**src/rtl/dram_bank_guard.sv**
```systemverilog
module dram_bank_guard #(
  parameter int NBANK = 8,
  parameter int CODE_W = 6
) (
  input  logic              clk,
  input  logic              rst_n,
  input  logic              cmd_vld,
  input  logic [CODE_W-1:0] cmd_code,
  output logic              cmd_ok,
  output logic              err_seen,
  output logic [NBANK-1:0]  bank_open,
  output logic              in_selfref
);
  localparam int BW = $clog2(NBANK);
  localparam int NGLOB = 4;
  localparam int NKIND = 7;
  localparam int LAST_CODE = NGLOB + NKIND*NBANK - 1;

  localparam logic [2:0] K_ACT = 3'd0, K_WR = 3'd1, K_WRA = 3'd2,
                         K_RD = 3'd3, K_RDA = 3'd4, K_PRE = 3'd5, K_REF = 3'd6;

  logic          is_glob, in_range;
  logic [CODE_W-1:0] rel;
  logic [2:0]    kind;
  logic [BW-1:0] bnk;
  logic          tgt_open, any_open, legal;
  logic [NBANK-1:0] bank_nx;

  assign is_glob  = cmd_code < CODE_W'(NGLOB);
  assign in_range = cmd_code <= CODE_W'(LAST_CODE);
  assign rel      = cmd_code - CODE_W'(NGLOB);
  assign kind     = 3'(rel / CODE_W'(NBANK));
  assign bnk      = BW'(rel % CODE_W'(NBANK));
  assign tgt_open = bank_open[bnk];
  assign any_open = |bank_open;

  always_comb begin
    legal = 1'b0;
    if (in_selfref)
      legal = (cmd_code == CODE_W'(1)) || (cmd_code == CODE_W'(2));
    else if (is_glob)
      case (cmd_code[1:0])
        2'd1:    legal = !any_open;
        2'd2:    legal = 1'b0;
        default: legal = 1'b1;
      endcase
    else if (in_range)
      legal = tgt_open ? (kind != K_ACT && kind != K_REF)
                       : (kind == K_ACT || kind == K_REF);
  end

  always_comb begin
    bank_nx = bank_open;
    if (is_glob)
      bank_nx = '0;
    else if (kind == K_ACT)
      bank_nx[bnk] = 1'b1;
    else if (kind == K_WRA || kind == K_RDA || kind == K_PRE)
      bank_nx[bnk] = 1'b0;
  end

  always_ff @(posedge clk) begin
    if (!rst_n) begin
      bank_open  <= '0;
      in_selfref <= 1'b0;
      cmd_ok     <= 1'b1;
      err_seen   <= 1'b0;
    end else begin
      cmd_ok <= !(cmd_vld && !legal);
      if (cmd_vld && !legal)
        err_seen <= 1'b1;
      if (cmd_vld && legal) begin
        bank_open  <= bank_nx;
        in_selfref <= (cmd_code == CODE_W'(1));
      end
    end
  end


  selfref_only_chk: assert property (@(posedge clk) disable iff (!rst_n)
    cmd_vld && in_selfref && cmd_code != CODE_W'(1) && cmd_code != CODE_W'(2) |=> !cmd_ok);

  srx_out_chk: assert property (@(posedge clk) disable iff (!rst_n)
    cmd_vld && !in_selfref && cmd_code == CODE_W'(2) |=> !cmd_ok);

  sre_open_chk: assert property (@(posedge clk) disable iff (!rst_n)
    cmd_vld && any_open && cmd_code == CODE_W'(1) |=> !cmd_ok);

  code_range_chk: assert property (@(posedge clk) disable iff (!rst_n)
    cmd_vld && cmd_code > CODE_W'(LAST_CODE) |=> !cmd_ok);

  reject_hold_chk: assert property (@(posedge clk) disable iff (!rst_n)
    !cmd_ok |-> $stable(bank_open) && $stable(in_selfref));

  idle_hold_chk: assert property (@(posedge clk) disable iff (!rst_n)
    !cmd_vld |=> $stable(bank_open) && $stable(in_selfref) && cmd_ok);

  err_sticky_chk: assert property (@(posedge clk) disable iff (!rst_n)
    err_seen |=> err_seen);

  err_follow_chk: assert property (@(posedge clk) disable iff (!rst_n)
    !cmd_ok |-> err_seen);

  selfref_closed_chk: assert property (@(posedge clk) disable iff (!rst_n)
    in_selfref |-> bank_open == '0);
endmodule

```
**config.mk**
```make
export PLATFORM = sky130hd
export DESIGN_NAME = dram_bank_guard
export DESIGN_NICKNAME = d
export VERILOG_FILES = /design/src/rtl/dram_bank_guard.sv
export SDC_FILE = /design/constraint.sdc
export NUM_CORES = 1
export LEC_CHECK = 0
export ABC_AREA = 1
export BUFFER_PORTS_ARGS = -buffer_cell sky130_fd_sc_hd__buf_2
export CAP_MARGIN = 0
export CORE_MARGIN = 4
export CORE_UTILIZATION = 45
export CTS_CLUSTER_SIZE = 12
export DETAILED_ROUTE_END_ITERATION = 8
export PLACE_DENSITY = 0.67
export SYNTH_ARGS = -nofsm -noshare
export SYNTH_HDL_FRONTEND = slang
export SYNTH_SLANG_ARGS = --single-unit
```
**constraint.sdc**
```tcl
create_clock -name clk -period 2 [get_ports clk]
set_input_delay 0.2 -clock clk [delete_from_list [all_inputs] [get_ports clk]]
set_output_delay 0.2 -clock clk [all_outputs]
set_load 0.01 [all_outputs]
```
Word level (Yosys, flattened, before mapping)
Cells that the tools add are included.
{ "totals": {"ff_bits": 11, "latch_bits": 0, "ram_bits": 0, "romBits": 0, "input_bits": 9, "output_inout_bits": 11, "wordCells": 49, "mem_count": 0} }
{ "classes": {"n_addsub": 1, "multipliers": 0, "n_div": 0, "order_cmp": 4, "eq_ne": 9, "n_shift": 0, "mux": 12, "bitwise": 3, "reduce_logical": 16} }
{ "op_table": {"columns": ["cell", "n"], "rows": [
  ["8-bit 2-to-1 mux", 3],
  ["3-bit == test, second input constant", 3],
  ["8-bit AND", 1],
  ["8-bit NOT", 1],
  ["8-bit bitwise OR", 1],
  ["8-bit OR reduction", 1],
  ["6-bit by 1-bit == test with 1-bit output, second input constant", 1],
  ["6-bit by 2-bit == test with 1-bit output, second input constant", 1],
  ["6-bit <= comparator, second input constant", 1],
  ["6-bit by 3-bit less-than comparator with 1-bit output, second input constant", 1],
  ["1-bit 2-to-1 mux", 6],
  ["3-bit nonzero test", 2],
  ["6-bit by 3-bit subtractor with 6-bit output, second input constant", 1],
  ["1-bit logical AND", 4],
  ["1-bit logical OR", 4],
  ["3-bit by 4-bit less-than comparator with 1-bit output, second input constant", 1],
  ["1-bit binary-select mux with 3-bit select", 1],
  ["1-bit demux with 3-bit select", 1],
  ["3-bit by 2-bit == test with 1-bit output, second input constant", 1],
  ["3-bit by 1-bit >= comparator with 1-bit output, second input constant", 1],
  ["1-bit zero test", 3],
  ["3-bit zero test", 1],
  ["3-bit inequality test, second input constant", 1],
  ["2-bit by 1-bit == test with 1-bit output, second input constant", 1],
  ["3 further kinds", 3]
]} }

Longest topological paths before layout
Gate-level depths: netlist of run 1.
{ "depth": {"depth_word": 10, "mapped_depth": 18} }

Least setup slack after synthesis of run 1
OpenSTA, ideal clock, no wires.
{ "synth_path": {"path_type": "input-to-reg", "start": "input cmd_code[2]", "end": "register bank_open[3]", "arrival_time_ns": 1.643, "t_required_ns": 1.886, "setup_slack_ns": 0.243, "stages": 17, "path_buffers": 2, "path_cell_list": "buf_6 inv_6 ha_1 inv_1 nand2_1 nand2_2 nor2_4 nand2_4 nand2_2 inv_2 nand2_2 nand3_2 nand2_2 nand4_4 buf_6 o21bai_1 nor2_1"} }
{ "synth_via": {"elab_chain_len": 10, "elab_cells_between_ends": 37, "classes_between": "1 x add/sub; 4 x order compare; 7 x eq/ne; 11 x mux; 3 x bitwise; 11 x reduce/logical"} }
{ "synth_lines": {"columns": ["item", "line_no", "rtl"], "rows": [
  ["from (decl)", "8", "input logic [CODE_W-1:0] cmd_code,"],
  ["6-bit by 3-bit subtractor with 6-bit output", "31", "assign rel = cmd_code - CODE_W'(NGLOB);"],
  ["3-bit by 4-bit less-than comparator with 1-bit output (implied by the code) or 3-bit by 1-bit >= comparator with 1-bit output (tied branches)", "57, 59", null],
  ["1-bit logical AND (implied by the code)", "57, 59", null],
  ["1-bit 2-to-1 mux (implied by the code)", "57, 59", null],
  ["1-bit demux with 3-bit select", "57, 59", null],
  ["8-bit NOT (no line)", null, null],
  ["8-bit AND (no line)", null, null],
  ["8-bit 2-to-1 mux", "58", "else if (kind == K_WRA || kind == K_RDA || kind == K_PRE)"],
  ["8-bit 2-to-1 mux", "56", "else if (kind == K_ACT)"],
  ["8-bit 2-to-1 mux", "54", "if (is_glob)"],
  ["to (signal assigned)", "73", "bank_open <= bank_nx;"],
  ["to (decl)", "11", "output logic [NBANK-1:0] bank_open,"]
]} }
Parallel ways exist; a longest one is shown, timed or not. The select of a mux whose other input is x is not followed.
A chain may end at the register's enable or synchronous reset.

Worst setup path in the final report of run 1
{ "layout_path": {"start": "input cmd_code[2]", "end": "register bank_open[6]"} }
The elaborated chain is that of the path after synthesis.

==> run_results.csv, run 1 <==
group,metric,value,unit
die,core-area,2042,sq um
timing,final.setup_skew,0.003461,ns
layout,syn_to_final_growth,12.58,%
routing,drtIter0Drc,15,
logic_synthesis,synth_cell_types,26,
worst_setup_path,crit_path_start_kind,"input pin",
timing,max_freq,604.1,MHz
die,start_util,49.69,%
placed_design,port_buffers,19,
timing,slew-limit-headroom,78.48,%
global_route,grt_overflow,0,
timing,finalSetupViolCount,0,
run_status,run_status,"finished clean",
power,combinationalPowerShare,41.2,%
layout,n_antenna_cell,0,
worst_setup_path,cp_max_fo,16,
cts,root_buffer,"clkbuf_4",
worst_setup_path,path_buf_inv,4,
worst_setup_path,rr_worst_depth,13,
layout,fin_cells,212,
cts,numCtsBuffers,3,
logic_synthesis,yosys_warnings,0,
cts,cts_tree,"yes",
global_route,grt_max_degree,17,
logic_synthesis,syn_inst,165,
hold_path,min_from,"cmd_vld",
worst_setup_path,path_cells,"buf_2 -> inv_6 -> ha_1 -> inv_1 -> nand2_1 -> nand2_2 -> nor2_4 -> nand2_4 -> nand2_2 -> inv_2 -> nand2_2 -> nand3_2 -> nand2_2 -> nand4_4 -> a21oi_1 -> nor2_1",
logic_synthesis,synth_edf_count,0,
timing,final_max_slew_viol_count,0,
hold_path,holdPathStages,2,
power,power,0.7117,mW
routing,wl_per_cell,11.51,microns
routing,wirelength,2441,microns
routing,dr_total_vias,1090,
logic_synthesis,yosysTopAreaCellShare,21.70,%
layout,nets,199,
die,num_rows,16,
cts,clock_path_buffers,2,
power,powerDensity,623.0,nW/um^2
die,io_pins,20,
cts,clock_latency,0.27,ns
timing,rsz0062_at_grt,"no",
worst_setup_path,reg2reg_from,"bank_open[2]$_SDFFE_PN0P_",
cts,clock_sinks,11,
worst_setup_path,cp.depth,16,
power,power_frac_clock,21.3,%
worst_setup_path,crit_type,"in -> reg",
die,die_w,55.49,microns
logic_synthesis,async_flop_share,0,%
die,dieArea,3079,sq um
timing,fin_crit,1.655,ns
power,leakage,0.6127,nW
power,switching_share,39.47,%
placed_design,gp_congestion,0.8332,
timing,period_share,82.76,%
worst_setup_path,crit_path_start,"cmd_code[2]",
layout,final_util,55.94,%
worst_setup_path,required,2.16,ns
logic_synthesis,netlist_area,1015,sq um
routing,drc,0,
placed_design,place_inst,208,
timing,tns,0,ns
global_route,antenna_found_initial,0,
die,die_h,55.49,microns
power,seq_power_share,37.5,%
layout,drive_gt1_share,25.95,%
logic_synthesis,syn_avg_cell_area,6.150,sq um
global_route,grtUsageTotal,18.12,%
cts,post_cts_buffers,0,
routing,ant_nets,0,
logic_synthesis,synthTopCellsByArea,"dfxtp_1, nand2_1, nor2_1, inv_1, nand2_2",
placed_design,dp_hpwl,1960,microns
worst_setup_path,cp_top_family,"simple AND/OR/NAND/NOR gates",
routing,via_per_inst,5.142,
hold_path,hp-class,"in -> reg",
timing,hold_violations,0,
global_route,grt_pass1_vias,1040,
cts,clk_pin_slew,0.06,ns
timing,worstMarginPinSlew,0.3214,ns
logic_synthesis,ys_seq_elements,11,
power,intPower,0.4307,mW
routing,drtPass1Iterations,4,
worst_setup_path,cp-end-kind,"register",
worst_setup_path,crit_path_top_delay_cell,"nand4_4",
job,drv_cap,0,
worst_setup_path,crit_path_max_incr_delay,0.21,ns
power,switchingPower,0.2809,mW
worst_setup_path,arrival,1.82,ns
logic_synthesis,yosys_most_used_dff,"dfxtp_1",
global_route,grt_pass1_wl,4602,microns
cts,cts_resized,0,
cts,postCtsHoldBufs,0,
logic_synthesis,syn_nets,178,
cts,htree_num_levels,1,
power,vdd_ir_drop_max,551.4,uV
timing,holdWs,0.2029,ns
logic_synthesis,ys_seq_area_share,21.70,%
worst_setup_path,crit_path_frequent_cell,"nand2_2",
logic_synthesis,netlist.top_cell.by_area,"dfxtp_1",
[per-layer routing]
layer / GRT usage (%) / part of all wire, % / vias to the layer above
met5: 0 / 0 / -
met4: 4.514 / 0.86 / 0
met3: 4.895 / 6.2 / 2
met2: 29.56 / 48 / 31
met1: 23.46 / 45 / 491
li1: - / - / 566
[power groups by stage]
| stage | sequential (mW) | combinational (mW) | clock, mW |
|---|---|---|---|
| final | 0.267 | 0.293 | 0.152 |
| after global routing | 0.272 | 0.339 | 0.173 |
| after CTS | 0.267 | 0.295 | 0.156 |
| after detailed placement | 0.272 | 0.293 | 0 |
| after global placement | 0.271 | 0.290 | 0 |
| after floorplan | 0.282 | 0.209 | 0 |
[worst paths after layout]
path              slack, ns                         to
hold / removal         0.20          cmd_ok$_SDFF_PN1_
setup / recovery       0.34  bank_open[6]$_SDFFE_PN0P_
setup reg to reg       0.38  bank_open[6]$_SDFFE_PN0P_
hold reg to reg        0.44      err_seen$_SDFFE_PN0P_
[layout make-up]
type	count	area (sq um)
Fill cell	249	899.6
Multi-Input combinational cell	125	654.4
Sequential cell	11	220.2
Timing Repair Buffer	21	110.1
Inverter	24	97.59
Tap cell	27	33.78
Clock buffer	4	26.28
[kinds of logic (layout without fill, tap and decap cells)]
logic type	Yosys count	after routing	synth area share (%)
AO/OA/AOI/OAI	26	26	14.55
adder cells (fa/ha/maj)	4	4	4.932
buffers and inverters	29	49	13.81
flip-flops	11	11	21.70
AND/OR/NAND/NOR	95	95	45.01
[placed cells by master (no fill, tap or decap)]
master     n
a211oi_1   1
a21oi_1   11
a31oi_1    5
a41oi_1    1
buf_2     19
buf_4      2
clkbuf_1   1
clkbuf_4   3
dfxtp_1   11
ha_1       4
inv_1     18
inv_2      4
inv_4      1
inv_6      1
nand2_1   42
nand2_2   10
nand2_4    1
nand3_1   11
nand3_2    1
nand4_1    3
nand4_4    1
nor2_1    21
nor2_2     3
nor2_4     2
o211ai_1   1
o21ai_0    6
o21bai_1   1
[per-stage QoR]
stage / instance area, sq um / setup slack [ns]
after floorplan: 1015 / 0.2431
after global placement: 1116 / 0.1528
after detailed placement: 1116 / 0.06246
after CTS: 1142 / 0.3456
after global routing: 1142 / 0.1064
final: 1142 / 0.3447
[registers in the layout, indices dropped and copies added (netlist names)]
name	count
cmd_ok	1
bank_open	8
in_selfref	1
err_seen	1
[cells in the mapped netlist, types with 3 or more instances]
master   count
nor2_2       3
nand4_1      3
nand2_1     42
o21ai_0      6
inv_1       18
nand3_1     11
a31oi_1      5
inv_2        4
a21oi_1     11
ha_1         4
nor2_1      21
dfxtp_1     11
nand2_2     10
No activity file was read; power rests on OpenSTA's default activity.
==> run 2, diff against run 1 <==
--- a/config.mk
+++ b/config.mk
@@ -5,14 +5,14 @@
 export SDC_FILE = /design/constraint.sdc
 export NUM_CORES = 1
 export LEC_CHECK = 0
-export ABC_AREA = 1
+export ABC_AREA = 0
 export BUFFER_PORTS_ARGS = -buffer_cell sky130_fd_sc_hd__buf_2
 export CAP_MARGIN = 0
 export CORE_MARGIN = 4
 export CORE_UTILIZATION = 45
 export CTS_CLUSTER_SIZE = 12
 export DETAILED_ROUTE_END_ITERATION = 8
-export PLACE_DENSITY = 0.67
+export PLACE_DENSITY = 0.68
 export SYNTH_ARGS = -nofsm -noshare
 export SYNTH_HDL_FRONTEND = slang
 export SYNTH_SLANG_ARGS = --single-unit
==> constraint.sdc (replaced) <==
create_clock -name clk -period 1.7 [get_ports clk]
set_input_delay 0.17 -clock clk [delete_from_list [all_inputs] [get_ports clk]]
set_output_delay 0.17 -clock clk [all_outputs]
set_load 0.01 [all_outputs]
==> run_results.csv, run 2 <==
group,metric,value,unit
cts,clock_sinks,11,
timing,worstMarginPinSlew,0.6245,ns
layout,final_util,81.53,%
worst_setup_path,reg2reg_from,"bank_open[3]$_SDFFE_PN0P_",
global_route,grt_pass1_wl,4892,microns
power,leakage,0.6459,nW
cts,cts_tree,"yes",
layout,fillers,118,
layout,regMostFlops,"bank_open",
die,io_pins,20,
die,dieArea,2778,sq um
worst_setup_path,crit_type,"reg -> reg",
timing,rsz0062_at_grt,"yes",
placed_design,port_buffers,19,
global_route,grt_overflow,0,
routing,drc,0,
layout,nets,185,
layout,fin_cells,196,
worst_setup_path,crit_path_start_kind,"register",
hold_path,min_from,"cmd_vld",
layout,final_cell_mix,"buf_4, buf_2, dfxtp_1",
worst_setup_path,required,1.89,ns
global_route,grt_max_degree,15,
placed_design,place_inst,184,
worst_setup_path,cp_max_fo,4,
logic_synthesis,netlist_top_cells_count,"dfxtp_1, o21ai_0, nand2_1, nor2_1, a21oi_1",
global_route,antenna_found_initial,0,
logic_synthesis,yosys_most_used_dff,"dfxtp_1",
timing,final_max_slew_viol_count,0,
cts,clk_pin_slew,0.08,ns
global_route,grt_pass1_vias,1059,
die,die_h,52.71,microns
run_status,failed_checks,"setup timing",
routing,ant_nets,0,
worst_setup_path,arrival,2.75,ns
cts,root_buffer,"clkbuf_4",
worst_setup_path,cp-end-kind,"register",
run_status,run_status,"complete, but fails checks",
timing,hold_violations,0,
layout,final_common_cell,"buf_4",
logic_synthesis,syn_inst,115,
layout,drive_gt1_share,55.56,%
logic_synthesis,netlist_area,899.6,sq um
timing,fin_crit,2.563,ns
logic_synthesis,async_flop_share,0,%
placed_design,placed_cell_area,1269,sq um
placed_design,gp_congestion,0.9202,
power,vdd_ir_drop_max,314.0,uV
logic_synthesis,synthTopCellsByArea,"dfxtp_1, o21ai_0, ha_1, o211ai_1, o311ai_0",
cts,clock_path_buffers,2,
die,num_rows,15,
timing,final.setup_skew,0.002237,ns
routing,drtIter0Drc,22,
logic_synthesis,synth_edf_count,0,
global_route,grtUsageTotal,24.54,%
logic_synthesis,ys_seq_elements,11,
die,die_w,52.71,microns
die,start_util,49.93,%
routing,drtPass1Iterations,4,
job,drv_cap,0,
logic_synthesis,yosysTopAreaCellShare,24.48,%
timing,slew-limit-headroom,58.01,%
die,core-area,1802,sq um
worst_setup_path,crit_path_start,"bank_open[3]$_SDFFE_PN0P_",
timing,max_freq,390.1,MHz
timing,fin_ws,-0.8632,ns
routing,wl_per_cell,17.34,microns
hold_path,hp-class,"in -> reg",
logic_synthesis,yosys_warnings,0,
placed_design,dp_hpwl,2175,microns
logic_synthesis,ys_seq_area_share,24.48,%
routing,via_per_inst,6.036,
layout,largest_register_ffs,8,
routing,wirelength,3399,microns
logic_synthesis,syn_nets,128,
timing,holdWs,0.1153,ns
layout,n_antenna_cell,0,
logic_synthesis,syn_avg_cell_area,7.823,sq um
layout,design_area,1469,sq um
cts,numCtsBuffers,3,
logic_synthesis,netlist.top_cell.by_area,"dfxtp_1",
timing,finalSetupViolCount,11,
cts,htree_num_levels,1,
power,powerDensity,537.1,nW/um^2
routing,dr_total_vias,1183,
timing,period_share,150.8,%
layout,syn_to_final_growth,63.28,%
cts,clock_latency,0.28,ns
logic_synthesis,synth_cell_types,39,
==> run 2: report_power, final <==
group | switching [mW] | internal, mW | total (mW)
clock network | 0.101 | 0.0912 | 0.192
registers | 0.00313 | 0.263 | 0.266
logic | 0.173 | 0.157 | 0.331
==> run 2: worst max-delay path: stages (launching register included) <==
cell	delay, ns
dfxtp_1	0.33
or4_4	0.55
o21ai_4	0.23
a2111oi_4	0.11
mux2i_1	0.24
buf_4	0.17
nand3_4	0.07
or4_4	0.55
o31ai_4	0.21
==> run 2: stage by stage <==
stage / power, mW / setup slack (ns) / TNS [ns]
CTS: 0.7284 / -0.6684 / -6.167
floorplan: 0.4154 / -0.6680 / -5.584
global placement: 0.4951 / -0.5459 / -4.402
detailed placement: 0.5003 / -0.6958 / -5.957
global route: 0.8163 / -0.9286 / -8.676
finish: 0.7889 / -0.8632 / -7.841
==> run 2: kinds of logic after synthesis <==
group	share of synthesized area [%]
AND/OR/NAND/NOR	22.81
buffers and inverters	5.980
AO/OA/AOI/OAI	33.66
adder cells (fa/ha/maj)	5.564
flip-flops	24.48
multiplexers	3.616
XOR/XNOR	3.895
==> run 2: path summary, 6_finish.rpt <==
check	end	slack [ns]	cells past startpoint
setup reg to reg	bank_open[0]$_SDFFE_PN0P_	-0.86	8
hold reg to reg	err_seen$_SDFFE_PN0P_	0.53	2
setup / recovery	bank_open[0]$_SDFFE_PN0P_	-0.86	8
hold / removal	cmd_ok$_SDFF_PN1_	0.12	2
==> run 2: area by class of cell <==
cell class | instances | area, sq um | area share [%]
Multi-Input combinational cell | 92 | 757.0 | 51.53
Timing Repair Buffer | 61 | 412.9 | 28.11
Sequential cell | 11 | 222.7 | 15.16
Tap cell | 25 | 31.28 | 2.129
Clock buffer | 4 | 26.28 | 1.789
Inverter | 3 | 18.77 | 1.278
==> run 2: repair_timing <==
item / 4_1_cts / 5_1_grt
endpoints found under the hold margin: 0 / 0
hold buffers: 0 / 0
buffers inserted: 6 / 2
endpoints found under the setup margin: 10 / 11
pin swaps: 0 / 3
gates resized for setup: 8 / 16
==> run 2: layer usage <==
metal,up-vias,global-route usage [%],routed length [microns]
li1,554,-,-
met1,558,31.47,1404
met2,62,41.12,1664
met3,9,1.994,249
met4,0,11.06,80
met5,-,0,0
